--- src/rtl/nest_irq_pkg.sv ---
package nest_irq_pkg;
  typedef enum logic [1:0] {
    PH_IDLE = 2'd0,
    PH_SCAN = 2'd1,
    PH_SHOW = 2'd2
  } phase_t;

  typedef struct packed {
    logic startScan;
    logic stepScan;
    logic grab;
    logic accept;
    logic pop;
  } strobe_t;

  localparam int unsigned NUM_LEVELS = 3;
endpackage

--- src/rtl/nest_irq_dp.sv ---
module nest_irq_dp
  import nest_irq_pkg::*;
#(
  parameter int unsigned NUM_DEV = 8,
  localparam int unsigned IDX_W = (NUM_DEV > 1) ? $clog2(NUM_DEV) : 1
) (
  input  logic                 clk,
  input  logic                 rstN,
  input  logic [NUM_DEV-1:0]   devReq,
  input  logic [2*NUM_DEV-1:0] levelCfg,
  input  logic                 globalEn,
  input  logic [2:0]           levelMask,
  input  strobe_t              stb,
  output logic                 preempt,
  output logic                 scanHit,
  output logic                 scanLast,
  output logic [1:0]           curLevel,
  output logic [IDX_W-1:0]     curDev,
  output logic [1:0]           activeLevel
);
  logic [NUM_DEV-1:0] pend;
  logic [NUM_DEV-1:0] clrMask;
  logic [1:0]         levelOf [NUM_DEV];
  logic [NUM_DEV-1:0] onLevel [NUM_LEVELS];
  logic [NUM_LEVELS-1:0] levelLive;
  logic [NUM_LEVELS-1:0] inSvc;
  logic [1:0]         bestLevel;
  logic [IDX_W-1:0]   scanIdx;

  // pending latch per device
  for (genvar i = 0; i < NUM_DEV; i++) begin : g_dev
    assign levelOf[i] = levelCfg[2*i +: 2];
    assign clrMask[i] = stb.accept && (curDev == IDX_W'(i));
    always_ff @(posedge clk or negedge rstN) begin
      if (!rstN)           pend[i] <= 1'b0;
      else if (clrMask[i]) pend[i] <= 1'b0;
      else if (devReq[i])  pend[i] <= 1'b1;
    end
  end

  // per-level membership and gating
  for (genvar l = 0; l < NUM_LEVELS; l++) begin : g_lvl
    for (genvar i = 0; i < NUM_DEV; i++) begin : g_mem
      assign onLevel[l][i] = (levelOf[i] == 2'(l + 1));
    end
    assign levelLive[l] = globalEn && !levelMask[l] && |(pend & onLevel[l]);
  end

  always_comb begin
    bestLevel = 2'd0;
    if (levelLive[0])      bestLevel = 2'd1;
    else if (levelLive[1]) bestLevel = 2'd2;
    else if (levelLive[2]) bestLevel = 2'd3;
  end

  always_comb begin
    activeLevel = 2'd0;
    if (inSvc[0])      activeLevel = 2'd1;
    else if (inSvc[1]) activeLevel = 2'd2;
    else if (inSvc[2]) activeLevel = 2'd3;
  end

  assign preempt  = (bestLevel != 2'd0) &&
                    ((activeLevel == 2'd0) || (bestLevel < activeLevel));
  assign scanHit  = pend[scanIdx] && (levelOf[scanIdx] == curLevel);
  assign scanLast = (scanIdx == IDX_W'(NUM_DEV - 1));

  // scan cursor and captured device
  always_ff @(posedge clk or negedge rstN) begin
    if (!rstN) begin
      curLevel <= 2'd0;
      scanIdx  <= '0;
      curDev   <= '0;
    end else begin
      if (stb.startScan) begin
        curLevel <= bestLevel;
        scanIdx  <= '0;
      end else if (stb.stepScan) begin
        scanIdx <= scanIdx + 1'b1;
      end
      if (stb.grab) curDev <= scanIdx;
    end
  end

  // in-service vector: bit 0 is level 1; pop clears the most urgent bit
  always_ff @(posedge clk or negedge rstN) begin
    if (!rstN) begin
      inSvc <= '0;
    end else begin
      logic [NUM_LEVELS-1:0] nxt;
      nxt = inSvc;
      if (stb.pop) nxt = nxt & (nxt - 1'b1);
      if (stb.accept && curLevel != 2'd0) nxt[curLevel - 2'd1] = 1'b1;
      inSvc <= nxt;
    end
  end
endmodule

--- src/rtl/nest_irq_fsm.sv ---
module nest_irq_fsm
  import nest_irq_pkg::*;
(
  input  logic    clk,
  input  logic    rstN,
  input  logic    preempt,
  input  logic    scanHit,
  input  logic    scanLast,
  input  logic    ack,
  input  logic    eoi,
  output strobe_t stb,
  output logic    showing
);
  phase_t phase, phaseNxt;

  always_comb begin
    stb      = '0;
    phaseNxt = phase;
    stb.pop  = eoi;
    unique case (phase)
      PH_IDLE: if (preempt) begin
        stb.startScan = 1'b1;
        phaseNxt      = PH_SCAN;
      end
      PH_SCAN: if (scanHit) begin
        stb.grab = 1'b1;
        phaseNxt = PH_SHOW;
      end else if (scanLast) begin
        phaseNxt = PH_IDLE;
      end else begin
        stb.stepScan = 1'b1;
      end
      PH_SHOW: if (ack) begin
        stb.accept = 1'b1;
        phaseNxt   = PH_IDLE;
      end
      default: phaseNxt = PH_IDLE;
    endcase
  end

  always_ff @(posedge clk or negedge rstN) begin
    if (!rstN) phase <= PH_IDLE;
    else       phase <= phaseNxt;
  end

  assign showing = (phase == PH_SHOW);
endmodule

--- src/rtl/nest_irq_ctrl.sv ---
module nest_irq_ctrl
  import nest_irq_pkg::*;
#(
  parameter int unsigned NUM_DEV = 8,
  localparam int unsigned IDX_W = (NUM_DEV > 1) ? $clog2(NUM_DEV) : 1
) (
  input  logic                 clk,
  input  logic                 rstN,
  input  logic [NUM_DEV-1:0]   devReq,
  input  logic [2*NUM_DEV-1:0] levelCfg,
  input  logic                 globalEn,
  input  logic [2:0]           levelMask,
  input  logic                 ack,
  input  logic                 eoi,
  output logic                 cpuIrq,
  output logic [1:0]           irqLevel,
  output logic [IDX_W-1:0]     irqDev,
  output logic [1:0]           activeLevel
);
  strobe_t          stb;
  logic             preempt, scanHit, scanLast, showing;
  logic [1:0]       curLevel;
  logic [IDX_W-1:0] curDev;

  nest_irq_dp #(.NUM_DEV(NUM_DEV)) u_dp (
    .clk(clk), .rstN(rstN), .devReq(devReq), .levelCfg(levelCfg),
    .globalEn(globalEn), .levelMask(levelMask), .stb(stb),
    .preempt(preempt), .scanHit(scanHit), .scanLast(scanLast),
    .curLevel(curLevel), .curDev(curDev), .activeLevel(activeLevel)
  );

  nest_irq_fsm u_fsm (
    .clk(clk), .rstN(rstN), .preempt(preempt), .scanHit(scanHit),
    .scanLast(scanLast), .ack(ack), .eoi(eoi), .stb(stb), .showing(showing)
  );

  assign cpuIrq   = showing;
  assign irqLevel = showing ? curLevel : 2'd0;
  assign irqDev   = showing ? curDev : '0;
endmodule

--- config.mk ---
export PLATFORM = sky130hd
export DESIGN_NAME = nest_irq_ctrl
export DESIGN_NICKNAME = d
export VERILOG_FILES = /design/src/rtl/nest_irq_pkg.sv /design/src/rtl/nest_irq_dp.sv /design/src/rtl/nest_irq_fsm.sv /design/src/rtl/nest_irq_ctrl.sv
export SDC_FILE = /design/constraint.sdc
export NUM_CORES = 1
export LEC_CHECK = 0
export ABC_CLOCK_PERIOD_IN_PS = 3200
export BUFFER_PORTS_ARGS = -buffer_cell sky130_fd_sc_hd__buf_4
export CAP_MARGIN = 20
export CORE_MARGIN = 2
export CORE_UTILIZATION = 50
export DETAILED_ROUTE_END_ITERATION = 7
export GPL_ROUTABILITY_DRIVEN = 0
export PLACE_DENSITY = 0.78
export SLEW_MARGIN = 0
export SYNTH_ARGS = -nofsm -noshare
export SYNTH_HDL_FRONTEND = slang
export SYNTH_SLANG_ARGS = --single-unit
--- constraint.sdc ---
create_clock -name clk -period 3.2 [get_ports clk]
set_input_delay 0.32 -clock clk [delete_from_list [all_inputs] [get_ports clk]]
set_output_delay 0.32 -clock clk [all_outputs]
set_load 0.05 [all_outputs]
==> Word level (Yosys, flattened, before mapping) <==
Cells that the tools add are included.
{ "word_totals": {"regBits": 21, "input_bits": 32, "output_inout_bits": 8, "elab_cells": 153} }
{ "classes": {"add_sub_neg": 3, "order_cmp": 5, "n_eq_ne": 38, "mux": 48, "n_bitwise": 6, "n_reduce_logical": 40} }
{ "op_table": {"columns": ["op", "count"], "rows": [
  ["$eq A2 B2 Y1 const B", 17],
  ["$mux W2", 14],
  ["$mux W1", 25],
  ["$and A8 B8 Y8", 3],
  ["$reduce_or A8 Y1", 3],
  ["$reduce_bool A2 Y1", 11],
  ["$eq A2 B1 Y1 const B", 9],
  ["$logic_and A1 B1 Y1", 18],
  ["$eq A3 B3 Y1 const B", 5],
  ["$mux W3", 5],
  ["$bmux W2 S3", 1],
  ["$eq A3 B2 Y1 const B", 2],
  ["$pmux W2 S3", 1],
  ["$ge A4 B4 Y1 const B", 1],
  ["$logic_not A2 Y1", 2],
  ["$lt A3 B4 Y1 const B", 1],
  ["$ne A2 B2 Y1 const B", 2],
  ["$not A3 Y4", 1],
  ["$add A3 B1 Y3 const B", 1],
  ["$and A3 B3 Y3", 1],
  ["$bmux W1 S3", 1],
  ["$eq A3 B1 Y1 const B", 1],
  ["$logic_not A1 Y1", 3],
  ["$logic_not A3 Y1", 1],
  ["11 further kinds", 11]
]} }

==> Depth between registers and ports, before layout <==
Gate-level depths: netlist of the first run.
{ "depth": {"depth_word": 13, "ltp_mapped": 11, "ltp_nobuf": 11} }

==> By module <==
From an unflattened synthesis of the first run, not the netlist that was laid out.
{ "hier_totals": {"cells_unflattened": 150, "hier_area_um2": 1431.4} }
{ "by_module_without_submodules": {"columns": ["module", "n_inst", "cells_per_inst", "area_per_inst_um2", "seq_area_each_um2"], "rows": [
  ["nest_irq_dp", 1, 133, 1262.5, 475.5],
  ["nest_irq_fsm", 1, 12, 137.6, 50.0],
  ["nest_irq_ctrl", 1, 5, 31.3, 0.0]
]} }

==> Least setup slack after synthesis of the first run <==
No wires, ideal clock.
{ "synth_timing": {"path_type": "reg2reg", "from": "register u_dp.pend[2]", "to": "register u_dp.curLevel[1]", "setup_time_ns": 0.128, "t_arrival_ns": 2.825, "required_ns": 3.072, "slack_ns": 0.247, "stages_incl_launch_ff": 12, "path_buffers": 0, "period_less_slack_ns": 2.953, "path_cell_list": "dfrtp_1 -> and3_1 -> a31oi_1 -> and4_1 -> or3b_2 -> a21oi_1 -> ha_1 -> o32ai_1 -> a21oi_1 -> or3_1 -> a211oi_2 -> mux2_1"} }
{ "synth_between": {"elab_chain_len": 11, "elab_cells_between_ends": 18, "cone_classes": "1 x order compare; 5 x mux; 3 x bitwise; 9 x reduce/logical"} }
{ "synth_rtl": {"columns": ["item", "line", "source"], "rows": [
  ["start: declaration", "nest_irq_dp.sv:21", "logic [NUM_DEV-1:0] pend;"],
  ["start signal: indexed assignment", "nest_irq_dp.sv:35", "if (!rstN) pend[i] <= 1'b0;"],
  ["start signal: indexed assignment", "nest_irq_dp.sv:36", "else if (clrMask[i]) pend[i] <= 1'b0;"],
  ["start signal: indexed assignment", "nest_irq_dp.sv:37", "else if (devReq[i]) pend[i] <= 1'b1;"],
  ["$and A8 B8 Y8", "nest_irq_dp.sv:46", "assign levelLive[l] = globalEn && !levelMask[l] && |(pend & onLevel[l]);"],
  ["$reduce_or A8 Y1", "nest_irq_dp.sv:46", null],
  ["$logic_and A1 B1 Y1", "nest_irq_dp.sv:46", null],
  ["$mux W2", "nest_irq_dp.sv:53", "else if (levelLive[2]) bestLevel = 2'd3;"],
  ["$mux W2", "nest_irq_dp.sv:52", "else if (levelLive[1]) bestLevel = 2'd2;"],
  ["$mux W2 *", "nest_irq_dp.sv:51", "if (levelLive[0]) bestLevel = 2'd1;"],
  ["named net u_dp.bestLevel[1]", "nest_irq_dp.sv:27", "logic [1:0] bestLevel;"],
  ["$lt A2 B2 Y1", "nest_irq_dp.sv:64", "((activeLevel == 2'd0) || (bestLevel < activeLevel));"],
  ["$logic_or A1 B1 Y1", "nest_irq_dp.sv:64", null],
  ["$logic_and A1 B1 Y1", "nest_irq_dp.sv:63", "assign preempt = (bestLevel != 2'd0) &&"],
  ["$mux W1", "nest_irq_fsm.sv:21", "PH_IDLE: if (preempt) begin"],
  ["$mux W1", "nest_irq_fsm.sv:20", "unique case (phase)"],
  ["end signal: assignment", "nest_irq_dp.sv:76", "curLevel <= bestLevel;"],
  ["end: declaration", "nest_irq_dp.sv:17", "output logic [1:0] curLevel,"]
]} }
Mark *: on every way through the listed nets, which the timed path passes. The rest lies on a longest branch.
A chain may end at the register's enable or synchronous reset.

==> Worst setup path after layout of the first run <==
{ "layout_timing": {"from": "register u_dp.pend[4]", "to": "register u_dp.curLevel[1]"} }
Same word-level chain as after synthesis.

==> run_results.csv, run 1 <==
group,metric,value,unit
sta,clock_skew,10.99,ps
routing,drc_errors,0,
hold_path,hold_path.class,"input pin to flip-flop",
power,switchingPower,0.0004555,W
floorplanning,pin_count,40,
sta,slew_headroom,0.5722,
sta,max_freq,0.3345,GHz
critical_path,critical_path_arrival,3190,ps
sta,fin_crit_sh,0.9343,
logic_synthesis,syn-num-nets,179,
critical_path,start_kind,"flip-flop",
sta,report.final.slew_viol_count,0,
clock_tree,clock_latency,310,ps
floorplanning,dieArea,3288,um^2
clock_tree,tritoncts,"yes",
routing,num_vias,1372,
grt,grt_overflow,0,
logic_synthesis,async_flop_share,1.000,
cells_and_area,diodes,0,
routing,drt_pass1_iterations,5,
floorplanning,rows,19,
sta,worstMarginPinSlew,633.4,ps
placed_design,pre_cts_ws,178.3,ps
critical_path,crit_slowest_cell,"or3b_2",
cells_and_area,drive_above_1_share,0.2979,
placed_design,numPortBuffers,39,
logic_synthesis,ys_warn_count,0,
clock_tree,clock_path_buffers,2,
floorplanning,initial_utilization,0.5204,
sta,post-route-min-period,2990,ps
floorplanning,die_x,57.34,um
logic_synthesis,ys_seq_area_frac,0.3694,
power,seqPwrFrac,0.413,
clock_tree,htree_levels,1,
logic_synthesis,avgSynthCellArea,9.879,um^2
floorplanning,core-area,2734,um^2
clock_tree,clk_pin_slew_worst_paths,120,ps
cells_and_area,n_fill_cell,220,
routing,avgViaCountPerCell,6.265,
routing,routedWlPerCell,17.34,um
clock_tree,cts_root_buf,"clkbuf_4",
clock_tree,cts_sinks,21,
power,p_int,0.0006342,W
grt,grt_max_degree,22,
power,swShare,0.4180,
clock_tree,cts_buffers,3,
routing,postRouteAntennaNets,0,
sta,tns,0,ps
outcome,status,"complete, no violations",
power,clkPwrFrac,0.117,
logic_synthesis,ys_types,39,
cells_and_area,area_growth,26.38,%
logic_synthesis,syn_area,1423,um^2
floorplanning,die_h,57.34,um
logic_synthesis,ys.flop_type,"dfrtp_1",
power,p_total,0.001090,W
critical_path,cp_slowest_stage_delay,450,ps
logic_synthesis,synthCells,144,
grt,first_global_vias,1340,
critical_path,cp-end-kind,"flip-flop",
sta,setup_viol,0,
routing,wirelength,3.798,mm
logic_synthesis,synth_seq_cells,21,
job,cap_violations,0,
logic_synthesis,synth_edf_count,0,
sta,fin_ws,210.2,ps
cells_and_area,nets,224,
power,ir_worst_vdd,516.9,uV
cells_and_area,finish.instance_area,1798,um^2
critical_path,path_delay_family,"simple AND/OR/NAND/NOR gates",
critical_path,crit_buf_inv,0,
critical_path,crit_chain,"and3_1 -> a31oi_1 -> and4_1 -> or3b_2 -> a21oi_2 -> ha_1 -> o32ai_1 -> a21oi_1 -> or3_1 -> a211oi_2 -> mux2_1",
power,power_density,606.1,nW/um^2
critical_path,crit_type,"flip-flop to flip-flop",
grt,antenna_found_initial,0,
sta,final_hold_viol_count,0,
placed_design,place_hpwl,3.048,mm
critical_path,crit_fanout,5,
power,power.leakage,0.8312,nW
grt,grt_pass1_wl,6.134,mm
critical_path,worst_ep_required_time,3400,ps
placed_design,place_area,1742,um^2
power,comb_power_share,0.471,
sta,rsz0062_at_grt,"false",
grt,track_usage,0.2391,
routing,drt_iter0_drc,110,
## layer usage
metal	routed length, um	GRT usage
met1	1563	0.3418
met2	1845	0.3718
met3	329	0.05442
met4	58	0.05980
met5	0	0
## power by group through the flow
| stage | sequential [W] | clock [W] | combinational, W |
|---|---|---|---|
| 2_1_floorplan | 0.000392 | 0 | 0.000423 |
| 3_3_place_gp | 0.000448 | 0 | 0.000490 |
| 3_5_place_dp | 0.000454 | 0 | 0.000508 |
| 4_1_cts | 0.000447 | 0.000130 | 0.000511 |
| 5_1_grt | 0.000463 | 0.000145 | 0.000554 |
| 6_report | 0.000450 | 0.000127 | 0.000513 |
## worst reg2reg max path, cell delays in order (launching register included)
cell and delay [ps]:
dfrtp_1 420, and3_1 210, a31oi_1 60, and4_1 190
or3b_2 450, a21oi_2 180, ha_1 250, o32ai_1 140
a21oi_1 70, or3_1 330, a211oi_2 230, mux2_1 350
## synth_stat cells (all sizes together) (3+ instances only)
cell | n | share of area
mux2 | 4 | 0.032
and2 | 3 | 0.013
a21oi | 6 | 0.021
nor2 | 15 | 0.040
xnor2 | 3 | 0.018
o21ai | 6 | 0.024
nand3b | 3 | 0.016
mux4 | 6 | 0.10
o22ai | 6 | 0.026
mux2i | 4 | 0.028
and3 | 4 | 0.018
inv | 8 | 0.021
nand2 | 15 | 0.040
nand2b | 3 | 0.013
ha | 3 | 0.026
nor3b | 3 | 0.016
dfrtp | 21 | 0.37
a31oi | 9 | 0.040
## cell type report
type / instances / area, um^2 / share of cell area
Multi-Input combinational cell: 112 / 850.8 / 0.4732
Sequential cell: 21 / 525.5 / 0.2923
Timing Repair Buffer: 43 / 325.3 / 0.1809
Tap cell: 31 / 38.79 / 0.02157
Inverter: 8 / 30.03 / 0.01670
Clock buffer: 3 / 22.52 / 0.01253
Clock inverter: 1 / 5.005 / 0.002784
## state kept, by name, summed over array words and instances, names as in the netlist
signal,flops
u_fsm.phase,2
u_dp.curLevel,2
u_dp.curDev,3
u_dp.inSvc,3
u_dp.scanIdx,3
u_dp.pend,8
## metrics by stage
| step | util | hold WS [ps] | cells |
|---|---|---|---|
| floorplan | - | 24.41 | 144 |
| global placement | 0.6371 | 215.7 | 212 |
| detailed placement | 0.6371 | 216.2 | 212 |
| CTS | 0.6508 | 192.5 | 217 |
| global route | 0.6577 | 170.3 | 219 |
| finish | 0.6577 | 197.9 | 219 |
## path summary, 6_finish.rpt
path | startpoint | cells past startpoint | end | slack (ps)
setup reg to reg | u_dp.pend[4]$_DFFE_PN0P_ | 11 | u_dp.curLevel[1]$_DFFE_PN0P_ | 210
hold reg to reg | u_dp.curDev[2]$_DFFE_PN0P_ | 1 | u_dp.curDev[2]$_DFFE_PN0P_ | 580
hold / removal | eoi | 2 | u_dp.inSvc[0]$_DFF_PN0_ | 200
min in group asynchronous | rstN | 2 | u_dp.curLevel[1]$_DFFE_PN0P_ | 410
setup / recovery | u_dp.pend[4]$_DFFE_PN0P_ | 11 | u_dp.curLevel[1]$_DFFE_PN0P_ | 210
max in group asynchronous | rstN | 2 | u_dp.pend[4]$_DFFE_PN0P_ | 2560
## repair_timing
action	CTS	global route
endpoints found under the setup margin	0	2
setup buffers	0	2
hold endpoints to repair	21	0
hold buffers	1	0
gates resized for setup	0	1
## logic make-up after synthesis
group	count (synthesis)	synth area share
AND/OR/NAND/NOR	56	0.2137
flip-flops	21	0.3694
buffers and inverters	11	0.03517
multiplexers	14	0.1627
AO/OA/AOI/OAI	35	0.1680
XOR/XNOR	4	0.02463
adder cells (fa/ha/maj)	3	0.02639
## cells in the final DEF, fill, tap and decap left out, types with 2 or more instances in the layout
cell type and n:
xnor2_1 3, mux2i_1 4, mux4_2 3, clkbuf_4 3
nand2b_1 3, mux4_1 3, a21oi_1 5, and2_1 3
a41oi_1 2, dfrtp_1 21, o22ai_1 6, nand3_1 2
o21ai_0 5, nand2_1 15, buf_4 42, mux2_1 4
a31oi_1 9, inv_1 8, nand3b_1 3, nor3b_1 3
nor2b_1 2, nor2_1 15, and3_1 4, ha_1 3
(Power assumes the default switching activity.)
==> inputs of run 2 (changes only) <==
Settings changed: CORE_UTILIZATION 50 to 40, PLACE_DENSITY 0.78 to 0.65.
==> run 2 against run 1 <==
  * Sequential power barely moved
  * Total power up 2.1%
  * Clock skew down 3.0 ps
  * Setup slack worse by 100 ps
  * Critical endpoint unchanged
  * Sequential share of layout area decreased by 0.89 points
  * Design area grew 3.1%
  * Routed wire length up 4.8%
  * Die area rose by 23%
  * Highest routed layer unchanged
==> run_results.csv, run 2 (synthesis gave the netlist of run 1 again) <==
group,metric,value,unit
power,ir_worst_vdd,339.4,uV
grt,grt_overflow,0,
clock_tree,clock_path_buffers,2,
routing,avgViaCountPerCell,5.769,
routing,postRouteAntennaNets,0,
clock_tree,clock_latency,300,ps
cells_and_area,top_register,"u_dp.pend",
power,seqPwrFrac,0.405,
power,p_total,0.001112,W
cells_and_area,nets,228,
grt,first_global_vias,1408,
sta,post-route-min-period,3093,ps
routing,top_layer,"met4",
routing,dr_wl_met3,301,um
routing,drt_iter0_drc,88,
cells_and_area,diodes,0,
sta,max_freq,0.3233,GHz
clock_tree,cts_root_buf,"clkbuf_4",
floorplanning,dieArea,4049,um^2
placed_design,place_inst,227,
sta,setup_viol,0,
grt,grt_pass1_wl,6.479,mm
power,comb_power_share,0.479,
power,power_density,599.8,nW/um^2
power,p_int,0.0006455,W
grt,grt_max_degree,22,
sta,report.final.slew_viol_count,0,
floorplanning,die_x,63.64,um
floorplanning,pin_count,40,
critical_path,cp-end-kind,"flip-flop",
critical_path,crit_fanout,4,
routing,wirelength,3.979,mm
power,switchingPower,0.0004666,W
power,clkPwrFrac,0.116,
grt,antenna_found_initial,0,
grt,track_usage,0.1997,
sta,slew_headroom,0.6540,
clock_tree,cts_sinks,21,
cells_and_area,final_common_cell,"buf_4",
critical_path,critical_path_arrival,3280,ps
cells_and_area,final_cell_mix,"buf_4 (46), dfrtp_1 (21), nand2_1 (15), nor2_1 (15), a31oi_1 (9)",
job,cap_violations,0,
routing,wl_met2,1.910,mm
sta,fin_crit_sh,0.9665,
routing,wl_met1,1.639,mm
floorplanning,rows,21,
sta,final_hold_viol_count,0,
routing,num_vias,1373,
power,power.leakage,0.8523,nW
critical_path,start_kind,"flip-flop",
routing,drc_errors,0,
outcome,status,"complete, no violations",
critical_path,worst_ep_required_time,3390,ps
hold_path,hold_path.class,"input pin to flip-flop",
clock_tree,clk_pin_slew_worst_paths,120,ps
cells_and_area,stdcell_count,238,
clock_tree,htree_levels,1,
routing,routedWlPerCell,16.72,um
placed_design,place_hpwl,3.069,mm
cells_and_area,largest_register_ffs,8,
placed_design,numPortBuffers,39,
cells_and_area,area_growth,30.34,%
power,swShare,0.4196,
cells_and_area,post-route-util,0.5513,
sta,worstMarginPinSlew,519.0,ps
sta,hold_slack,210.1,ps
clock_tree,tritoncts,"yes",
clock_tree,cts_buffers,3,
critical_path,r2r_setup_slack,110,ps
floorplanning,initial_utilization,0.4230,
floorplanning,die_h,63.64,um
floorplanning,core-area,3363,um^2
cells_and_area,drive_above_1_share,0.3177,
critical_path,crit_type,"flip-flop to flip-flop",
routing,drt_pass1_iterations,4,
sta,clock_skew,7.988,ps
## run 2: per-layer routing
| metal | global-route usage | vias to the layer above |
|---|---|---|
| met5 | 0 | - |
| met4 | 0.05435 | 0 |
| met3 | 0.04643 | 16 |
| met2 | 0.3237 | 73 |
| met1 | 0.2670 | 646 |
| li1 | - | 638 |
## run 2: path summary, 6_finish.rpt
path	startpoint	end	cells past startpoint
setup / recovery	u_dp.pend[2]$_DFFE_PN0P_	u_dp.curLevel[1]$_DFFE_PN0P_	11
max in group asynchronous	rstN	u_dp.scanIdx[1]$_DFFE_PN0P_	2
hold reg to reg	u_dp.curDev[2]$_DFFE_PN0P_	u_dp.curDev[2]$_DFFE_PN0P_	1
hold / removal	eoi	u_dp.inSvc[0]$_DFF_PN0_	2
setup reg to reg	u_dp.pend[2]$_DFFE_PN0P_	u_dp.curLevel[1]$_DFFE_PN0P_	11
min in group asynchronous	rstN	u_fsm.phase[1]$_DFFE_PN0P_	2
## run 2: repair_timing
action / 4_1_cts / 5_1_grt
hold buffers: 1 / 0
resized for setup: 0 / 2
setup endpoints to repair: 0 / 2
hold endpoints to repair: 21 / 0
setup buffers: 0 / 6
## run 2: area by class of cell
type	count	area [um^2]
clock buffer	3	22.52
clock inverter	1	5.005
fill	314	1509
inverter	8	30.03
multi-input combinational	112	858.3
sequential	21	525.5
tap	46	57.56
timing repair buffer	47	355.3
## run 2: stage by stage
stage | setup WS, ps | setup TNS, ps | cell area, um^2
floorplan | 247.1 | 0 | 1423
global placement | 303.3 | 0 | 1760
detailed placement | 159.0 | 0 | 1760
CTS | 126.4 | 0 | 1798
global route | -39.02 | -104.3 | 1854
finish | 107.3 | 0 | 1854
## run 2: critical path, stage by stage, from the launching register on
cell and delay (ps):
dfrtp_1 420, and3_1 170, a31oi_1 40, and4_1 230, or3b_2 460, a21oi_2 160
ha_1 250, o32ai_1 170, a21oi_1 70, or3_1 340, a211oi_2 310, mux2_1 360
## run 2: power by group through the flow
| stage | Clock (W) | Combinational, W | Sequential [W] |
|---|---|---|---|
| 3_5_place_dp | 0 | 0.000506 | 0.000451 |
| 4_1_cts | 0.000132 | 0.000512 | 0.000447 |
| 3_3_place_gp | 0 | 0.000496 | 0.000451 |
| 6_report | 0.000129 | 0.000533 | 0.000451 |
| 5_1_grt | 0.000144 | 0.000579 | 0.000464 |
| 2_1_floorplan | 0 | 0.000423 | 0.000392 |
